`src/rtl/pwm_pkg.sv`:
```
package pwm_pkg;
  localparam int NCH       = 2;
  localparam int SEL_W     = 3;
  localparam int CTRL_W    = NCH * (1 + SEL_W);
  localparam int EN_LSB    = NCH * SEL_W;
  localparam int ADDR_W    = 2;
  localparam logic [CTRL_W-1:0] CTRL_RST = 8'h24;

  typedef enum logic [ADDR_W-1:0] {
    ADDR_CTRL = 2'd0,
    ADDR_CMP0 = 2'd1,
    ADDR_CMP1 = 2'd2,
    ADDR_NONE = 2'd3
  } reg_addr_e;
endpackage

```
`src/rtl/pwm_prescaler.sv`:
```
module pwm_prescaler #(
  parameter int MAX_W = 8,
  parameter int SEL_W = 3
) (
  input  logic             clk,
  input  logic             rst,
  input  logic             advance,
  input  logic [SEL_W-1:0] sel,
  output logic             roll
);
  logic [MAX_W-1:0] cnt_q;
  logic [MAX_W-1:0] mask;

  // bit i is active when i <= sel, so sel+1 bits count
  always_comb begin
    for (int i = 0; i < MAX_W; i++) begin
      mask[i] = (i <= int'(sel));
    end
  end

  assign roll = advance && ((cnt_q & mask) == mask);

  always_ff @(posedge clk) begin
    if (rst) begin
      cnt_q <= '0;
    end else if (advance) begin
      cnt_q <= (cnt_q + 1'b1) & mask;
    end
  end
endmodule

```
`src/rtl/pwm_cmp_buffer.sv`:
```
module pwm_cmp_buffer #(
  parameter int W = 8
) (
  input  logic         clk,
  input  logic         rst,
  input  logic         load,
  input  logic [W-1:0] din,
  input  logic         swap,
  output logic [W-1:0] active_q,
  output logic [W-1:0] active_nx
);
  logic [W-1:0] shadow_q;

  // a load and a swap on the same edge: active takes the old shadow
  assign active_nx = swap ? shadow_q : active_q;

  always_ff @(posedge clk) begin
    if (rst) begin
      shadow_q <= '0;
      active_q <= '0;
    end else begin
      if (load) shadow_q <= din;
      active_q <= active_nx;
    end
  end
endmodule

```
`src/rtl/pwm_channel.sv`:
```
module pwm_channel #(
  parameter int CNT_W     = 8,
  parameter int MAX_PSC_W = 8,
  parameter int SEL_W     = 3
) (
  input  logic             clk,
  input  logic             rst,
  input  logic             tick_ok,
  input  logic             pwm_en,
  input  logic [SEL_W-1:0] psc_sel,
  input  logic             cmp_we,
  input  logic [CNT_W-1:0] cmp_din,
  output logic             pwm_o,
  output logic             ovf_o,
  output logic [CNT_W-1:0] act_cmp_o
);
  logic             roll;
  logic             wrap;
  logic [CNT_W-1:0] cnt_q;
  logic [CNT_W-1:0] cnt_nx;
  logic [CNT_W-1:0] act_nx;
  logic             lvl_q;
  logic             ovf_q;

  pwm_prescaler #(.MAX_W(MAX_PSC_W), .SEL_W(SEL_W)) u_psc (
    .clk(clk), .rst(rst), .advance(tick_ok), .sel(psc_sel), .roll(roll)
  );

  assign cnt_nx = cnt_q + 1'b1;
  assign wrap   = roll && (&cnt_q);

  pwm_cmp_buffer #(.W(CNT_W)) u_cmp (
    .clk(clk), .rst(rst), .load(cmp_we), .din(cmp_din), .swap(wrap),
    .active_q(act_cmp_o), .active_nx(act_nx)
  );

  always_ff @(posedge clk) begin
    if (rst) begin
      cnt_q <= '0;
      ovf_q <= 1'b0;
    end else begin
      if (roll) cnt_q <= cnt_nx;
      ovf_q <= wrap;
    end
  end

  // reaching the compare value wins over the period start, so compare 0 keeps it low
  always_ff @(posedge clk) begin
    if (rst) begin
      lvl_q <= 1'b0;
    end else if (!pwm_en) begin
      lvl_q <= 1'b0;
    end else if (roll) begin
      if (cnt_nx == act_nx)  lvl_q <= 1'b0;
      else if (cnt_nx == '0) lvl_q <= 1'b1;
    end
  end

  assign pwm_o = lvl_q;
  assign ovf_o = ovf_q;
endmodule

```
`src/rtl/pwm_timer_pair.sv`:
```
module pwm_timer_pair
  import pwm_pkg::*;
#(
  parameter int CNT_W     = 8,
  parameter int MAX_PSC_W = 8
) (
  input  logic              clk,
  input  logic              rst,
  input  logic [NCH-1:0]    run_en,
  input  logic [NCH-1:0]    gate_en,
  input  logic [NCH-1:0]    gate_in,
  input  logic              wr_en,
  input  logic [ADDR_W-1:0] wr_addr,
  input  logic [CNT_W-1:0]  wr_data,
  output logic [NCH-1:0]    pwm_out,
  output logic [NCH-1:0]    ovf_pulse
);
  logic [CTRL_W-1:0]           ctrl_q;
  logic [NCH-1:0][CNT_W-1:0]   act_cmp;

  always_ff @(posedge clk) begin
    if (rst) begin
      ctrl_q <= CTRL_RST;
    end else if (wr_en && (wr_addr == ADDR_CTRL)) begin
      ctrl_q <= wr_data[CTRL_W-1:0];
    end
  end

  for (genvar ch = 0; ch < NCH; ch++) begin : g_ch
    logic tick_ok;
    logic cmp_we;

    assign tick_ok = run_en[ch] && (!gate_en[ch] || gate_in[ch]);
    assign cmp_we  = wr_en && (wr_addr == ADDR_W'(ch + 1));

    pwm_channel #(.CNT_W(CNT_W), .MAX_PSC_W(MAX_PSC_W), .SEL_W(SEL_W)) u_chan (
      .clk(clk),
      .rst(rst),
      .tick_ok(tick_ok),
      .pwm_en(ctrl_q[EN_LSB + ch]),
      .psc_sel(ctrl_q[ch*SEL_W +: SEL_W]),
      .cmp_we(cmp_we),
      .cmp_din(wr_data),
      .pwm_o(pwm_out[ch]),
      .ovf_o(ovf_pulse[ch]),
      .act_cmp_o(act_cmp[ch])
    );
  end
endmodule

```
`config.mk`:
```
export PLATFORM = sky130hd
export DESIGN_NAME = pwm_timer_pair
export DESIGN_NICKNAME = d
export VERILOG_FILES = /design/src/rtl/pwm_pkg.sv /design/src/rtl/pwm_prescaler.sv /design/src/rtl/pwm_cmp_buffer.sv /design/src/rtl/pwm_channel.sv /design/src/rtl/pwm_timer_pair.sv
export SDC_FILE = /design/constraint.sdc
export NUM_CORES = 1
export LEC_CHECK = 0
export ABC_AREA = 1
export BUFFER_PORTS_ARGS = -buffer_cell sky130_fd_sc_hd__clkbuf_2
export CAP_MARGIN = 20
export CORE_ASPECT_RATIO = 0.75
export CORE_MARGIN = 2
export CORE_UTILIZATION = 40
export CTS_CLUSTER_SIZE = 8
export DETAILED_ROUTE_END_ITERATION = 8
export PLACE_DENSITY = 0.67
export REMOVE_ABC_BUFFERS = 1
export SLEW_MARGIN = 10
export SYNTH_ARGS = -nofsm -noshare
export SYNTH_HDL_FRONTEND = slang
export SYNTH_HIERARCHICAL = 1
export SYNTH_SLANG_ARGS = --single-unit
```
`constraint.sdc`:
```
create_clock -name clk -period 3.1 [get_ports clk]
set_input_delay 0.62 -clock clk [delete_from_list [all_inputs] [get_ports clk]]
set_output_delay 0.62 -clock clk [all_outputs]
set_load 0.02 [all_outputs]
```
* Yosys cells after proc, flatten, opt, wreduce, memory -nomap -nowiden
Cells that the tools add are included.
** Cells by class
- Multipliers :: 0
- Magnitude comparators :: 14
- Bitwise gates (word level) :: 6
- Add/subtract/negate cells :: 4
- Eq/ne operators :: 6
- Shift operators :: 0
- Multiplexer cells :: 6
- Div/mod/pow operators :: 0
- Reduce and logical (&&, ||, !) cells :: 24
** Operator list (number)
- $add 8x1->8 const B :: 4
- $and 8x8->8 :: 4
- $eq 8x8->1 :: 4
- $le 3x3->1 const A :: 8
- $logic_not 8->1 :: 2
- $mux 8 :: 2
- $reduce_and 8->1 :: 2
- $le 2x3->1 const A :: 4
- $logic_and 1x1->1 :: 9
- $le 1x3->1 const A :: 2
- $mux 1 :: 4
- $reduce_and 2->1 :: 2
- $reduce_bool 2->1 :: 2
- $reduce_or 2->1 :: 2
- $eq 2x1->1 const B :: 1
- $eq 2x2->1 const B :: 1
- $logic_not 1->1 :: 2
- $logic_not 2->1 :: 1
- $logic_or 1x1->1 :: 2
- $not 1->1 :: 2
** Word-level totals
- Memories :: 0
- Input bits :: 19
- Logic and storage cells :: 73
- Flip-flop bits (word level) :: 76
- Memory bits (read-only) :: 0
- Memory bits (writable) :: 0
- Bits in latches :: 0
- Output and inout port bits :: 4

* Depth between registers and ports, before layout
- Depth after elaboration :: 9
- Gate-level depth with buffers :: 24
- Mapped depth without buffers :: 22

* Cells and area by module
Netlist, hierarchy kept.
** By module, submodules not included
- pwm_cmp_buffer :: seq. area each 320.3 um^2, area each 747.0 um^2, times used 2, cells an instance 101
- pwm_channel :: seq. area each 200.2 um^2, area each 733.2 um^2, times used 2, cells an instance 123
- pwm_prescaler :: seq. area each 160.2 um^2, area each 524.3 um^2, times used 2, cells an instance 88
- pwm_timer_pair :: seq. area each 160.2 um^2, area each 399.1 um^2, times used 1, cells an instance 58

* Least setup slack after synthesis
OpenSTA, ideal clock, no wires.
- Path type :: input port to flip-flop
- Start point :: input gate_in[0]
- End point :: register g_ch[0].u_chan.lvl_q
- Cell stages on the path :: 24
- Path buffers :: 3
- Slack :: 158 ps
- Arrival :: 2831 ps
- Setup time :: 111 ps
- Data required time :: 2989 ps
- Cell sequence :: inv_1 a21boi_0 buf_4 nand2_1 nand2_1 nand3_1 nor2_1 buf_2 clkinv_1 nor3_1 buf_6 inv_8 nand2_2 nand2_2 inv_1 inv_1 nand2_1 nand3_1 nor2_1 nand3_1 nor2_1 nand2_1 nor2_1 nor2_1
** Between the ends
- Word-level cells in the longest chain between the ends :: 8
- Elaborated cells between the ends (all ways) :: 9
- Those cells by class :: eq/ne (1); mux (2); reduce/logical (6)
** RTL lines
- start, declared :: RTL line pwm_timer_pair.sv:11 : input logic [NCH-1:0] gate_in,
- $logic_or 1x1->1 * :: RTL line pwm_timer_pair.sv:33 : assign tick_ok = run_en[ch] && (!gate_en[ch] || gate_in[ch]);
- $logic_and 1x1->1 * :: RTL line pwm_timer_pair.sv:33
- via g_ch[0].tick_ok :: RTL line pwm_timer_pair.sv:30 : logic tick_ok;
- $logic_and 1x1->1 * :: RTL line pwm_prescaler.sv:21 : assign roll = advance && ((cnt_q & mask) == mask);
- via g_ch[0].u_chan.roll :: RTL line pwm_channel.sv:17 : logic roll;
- $logic_and 1x1->1 * :: RTL line pwm_channel.sv:30 : assign wrap = roll && (&cnt_q);
- via g_ch[0].u_chan.wrap :: RTL line pwm_channel.sv:18 : logic wrap;
- $mux 8 * :: RTL line pwm_cmp_buffer.sv:15 : assign active_nx = swap ? shadow_q : active_q;
- via g_ch[0].u_chan.act_nx[1] :: RTL line pwm_channel.sv:21 : logic [CNT_W-1:0] act_nx;
- $eq 8x8->1 * :: RTL line pwm_channel.sv:54 : if (cnt_nx == act_nx) lvl_q <= 1'b0;
- $reduce_bool 2->1 (no source line)
- $reduce_and 2->1 (no source line)
- end signal, assigned :: RTL line pwm_channel.sv:52 : lvl_q <= 1'b0;
- end signal, assigned :: RTL line pwm_channel.sv:54
- end signal, assigned :: RTL line pwm_channel.sv:55 : else if (cnt_nx == '0) lvl_q <= 1'b1;
- end, declared :: RTL line pwm_channel.sv:22 : logic lvl_q;
Mark *: on every way through the listed nets, which the timed path passes. The rest lies on a longest branch.
A chain may end at the register's enable or synchronous reset.

* Worst setup path after layout
Ends and elaborated chain as after synthesis.

==> summary.md <==
| Metric | Value |
|---|---|
| P_leak | 2.35 nW |
| Run status | finished, final reports clean |
| Pins over their slew limit | 0 |
| Remaining global-route overflow | 0 |
| Register bit count reported by yosys | 76 |
| Overall routed net length | 9.47 mm |
| Critical path's most frequent cell | nor2_1 |
| Path type of the worst setup path | in -> reg |
| Clock latency at the later pin of the worst-skew pair | 330 ps |
| DRT iter0 DRCs | 229 |
| Most used cells in the layout excluding fill and tap cells | nand2_1, inv_1, nor2_1 |
| Count of vias placed by the detailed router | 3979 |
| Post-synthesis sequential area ratio | 34.5% |
| Per-cell routed wire length | 11.0 µm |
| Critical-path maximum fanout | 11 |
| Max H-tree Level | 3 |
| Capturing element type of the critical path | flip-flop |
| Arrival time of the worst setup path | 2850 ps |
| Total instance count after detailed placement | 844 |
| Internal power | 1.83 mW |
| Layout Cells excl Fill | 860 |
| Worst IR drop on VDD | 0.239 mV |
| Clock-pin transition on the worst setup and hold timing paths | 60 ps |
| Height of the die | 94.9 µm |
| Most frequent standard cell in the layout excluding fill and tap cells | nand2_1 |
| Total power density per cell area | 467 nW/µm² |
| Routability congestion estimate | 0.891 |
| Nets@finish | 738 |
| Clk sink count | 76 |
| Proportion of layout cells with a drive suffix above 1 | 18.6% |
| Critical path required time | 3330 ps |
| Combined global-route utilization of all metal layers | 17.0% |
| Kind of start point of the critical path | primary input |
| DRC | 0 |
| Worst Path Buf+Inv | 8 |
| Fin Setup TNS | 0 ps |
| Row count | 33 |
| Vias in the first global route | 3742 |
| Number of endpoints with negative hold slack in the final report | 0 |
| Post-route fraction of the period consumed by the critical path | 84.6% |
| Net load switching power | 0.516 mW |
| Post-CTS Setup Inserts | 0 |
| Final setup violating endpoints | 0 |
| Crit-path max cell delay | 210 ps |
| Total of buffers placed on input and output ports | 22 |
| Layout-stage area growth over the synthesis result | 13.9% |
| Proportion of power drawn by flip-flops and latches | 43.4% |
| Worst max-slew margin expressed relative to the limit | 56.6% |
| Unrepaired setup endpoints after global routing | no |
| Overall die width | 125 µm |
| Detailed-route vias per instance | 4.63 |
| Overall die area | 11900 µm² |
| Cts bufs inserted | 9 |
| Post-route minimum period | 2620 ps |
| Number of top-level pins | 23 |
| Portion of total power attributed to the clock network | 51.2% |
| Slew at the pin closest to its max-slew limit | 650 ps |
| Antenna-violating nets left | 0 |
| Sw Ratio | 22.0% |
| Buffer depth of the longest clock path | 2 |
| Combinational Power Share | 5.5% |
| Global-route wire length before repair | 16.5 mm |
| Pin count of the biggest net entering global routing | 24 |
| Combined area of all synthesized cells | 4410 µm² |
| Share of the core filled with cells | 46.4% |
| Hold WC Path Type | reg -> reg |
| Unique cell type count in the Yosys netlist | 28 |
| Cell breakdown of the critical path | clkbuf_2 > inv_1 > a21boi_0 > buf_4 > nand2_1 > nand2_1 > nand3_1 > nor2_1 > clkinv_1 > nor3_1 > buf_4 > inv_8 > nand2_2 > nand2_2 > inv_1 > inv_1 > nand2_1 > nand3_1 > nor2_1 > nand3_1 > nor2_1 > nand2_1 > nor2_1 > nor2_1 |
| HPWL reported at the end of detailed placement | 7.13 mm |
| Antenna violations before repair | 0 |
| Per-instance average area after synthesis | 6.46 µm² |
| Number of detailed-routing iterations run before antenna repair | 5 |
| Synthesized netlist cell count | 682 |
| CTS tree | done |
| Core box area | 10800 µm² |
| Maximum Capacitance Violations | 0 |
| Cell class contributing the biggest share of worst-path delay | simple AND/OR/NAND/NOR gates |
| Setup Skew | 6.94 ps |
| Critical path's slowest cell | buf_4 |
| Highest achievable clock rate | 0.382 GHz |
| Worst hold slack across all endpoints | 504 ps |
| Yosys warning count | 6 |
| Initial Util | 40.7% |
| Root Buffer | clkbuf_16 |
| Diode count | 0 |
cells by family after synthesis:
family,count (synthesis),synth area share (%)
AO/OA/AOI/OAI,78,9.54
XOR/XNOR,2,0.397
adder cells (fa/ha/maj),4,1.14
buffers and inverters,156,15.1
flip-flops,76,34.5
AND/OR/NAND/NOR,366,39.3
path summary, 6_finish.rpt:
path | from | endpoint | cells after the start | slack (ps)
worst max register to register | g_ch[0].u_chan/cnt_q[0] | g_ch[0].u_chan/pwm_o | 19 | 750
worst min register to register | g_ch[0].u_chan/u_cmp/shadow_q[1] | g_ch[0].u_chan/u_cmp/shadow_q[1] | 2 | 500
worst min-delay path | g_ch[0].u_chan/u_cmp/shadow_q[1] | g_ch[0].u_chan/u_cmp/shadow_q[1] | 2 | 500
worst max-delay path | gate_in[0] | g_ch[0].u_chan/pwm_o | 24 | 480
power groups by stage:
| stage | clock, mW | sequential (mW) | combinational (mW) |
|---|---|---|---|
| 2_1_floorplan | 0 | 1.03 | 0.0745 |
| 3_3_place_gp | 0 | 1.04 | 0.125 |
| 3_5_place_dp | 0 | 1.04 | 0.127 |
| 4_1_cts | 1.23 | 1.02 | 0.128 |
| 5_1_grt | 1.27 | 1.02 | 0.147 |
| 6_report | 1.20 | 1.02 | 0.128 |
flip-flops by register name, indices dropped and copies added, names as in the netlist:
name                        flops
ctrl_q                          8
g_ch.u_chan/cnt_q              16
g_ch.u_chan/ovf_o               2
g_ch.u_chan/pwm_o               2
g_ch.u_chan/u_cmp/active_q     16
g_ch.u_chan/u_cmp/shadow_q     16
g_ch.u_chan/u_psc/cnt_q        16
metal layers:
layer  vias up  global-route usage, %  part of all wire, %  wire length [µm]
met4         0                   6.20                  1.0                99
li1       2149                      -                    -                 -
met5         -                      0                    0                 0
met3        12                   4.59                  3.5               331
met2        64                   28.5                   46              4330
met1      1754                   21.1                   50              4710
synth_stat cells, drive strengths merged:
library cell,n,area (µm²)
a21boi,2,15.0
a21oi,28,140
buf,11,97.6
clkinv,4,25.0
dfxtp,76,1520
ha,4,50.1
inv,141,544
nand2,187,842
nand3,60,320
nand4,4,25.0
nor2,109,512
nor3,4,20.0
nor4,2,12.5
o211ai,6,45.0
o21ai,40,208
o22ai,2,12.5
xnor2,2,17.5
layout make-up:
cell class                      instances  area, µm²
Timing Repair Buffer                   33        193
Sequential cell                        76       1520
Clock buffer                            9        225
Tap cell                              140        175
Clock inverter                          7        115
Inverter                              145        569
Fill cell                            1113       5800
Multi-Input combinational cell        450       2220
tightest hold or removal path, cell delays in order (launching register included):
cell	delay (ps)
dfxtp_1	320
o21ai_0	70
nor2_1	70
stage by stage:
| step | area (µm²) | power, mW | worst slack (ps) |
|---|---|---|---|
| after floorplan | 4310 | 1.11 | -1170 |
| after CTS | 5020 | 2.37 | 365 |
| after detailed placement | 4680 | 1.16 | 26.5 |
| after global routing | 5020 | 2.43 | 84.3 |
| after global placement | 4680 | 1.16 | 153 |
| final | 5020 | 2.34 | 479 |
timing repair:
item | CTS | global route
endpoints found under the setup margin | 0 | 1
hold buffers | 0 | 0
gates resized for setup | 0 | 1
Power figures use the tool's default switching activity.
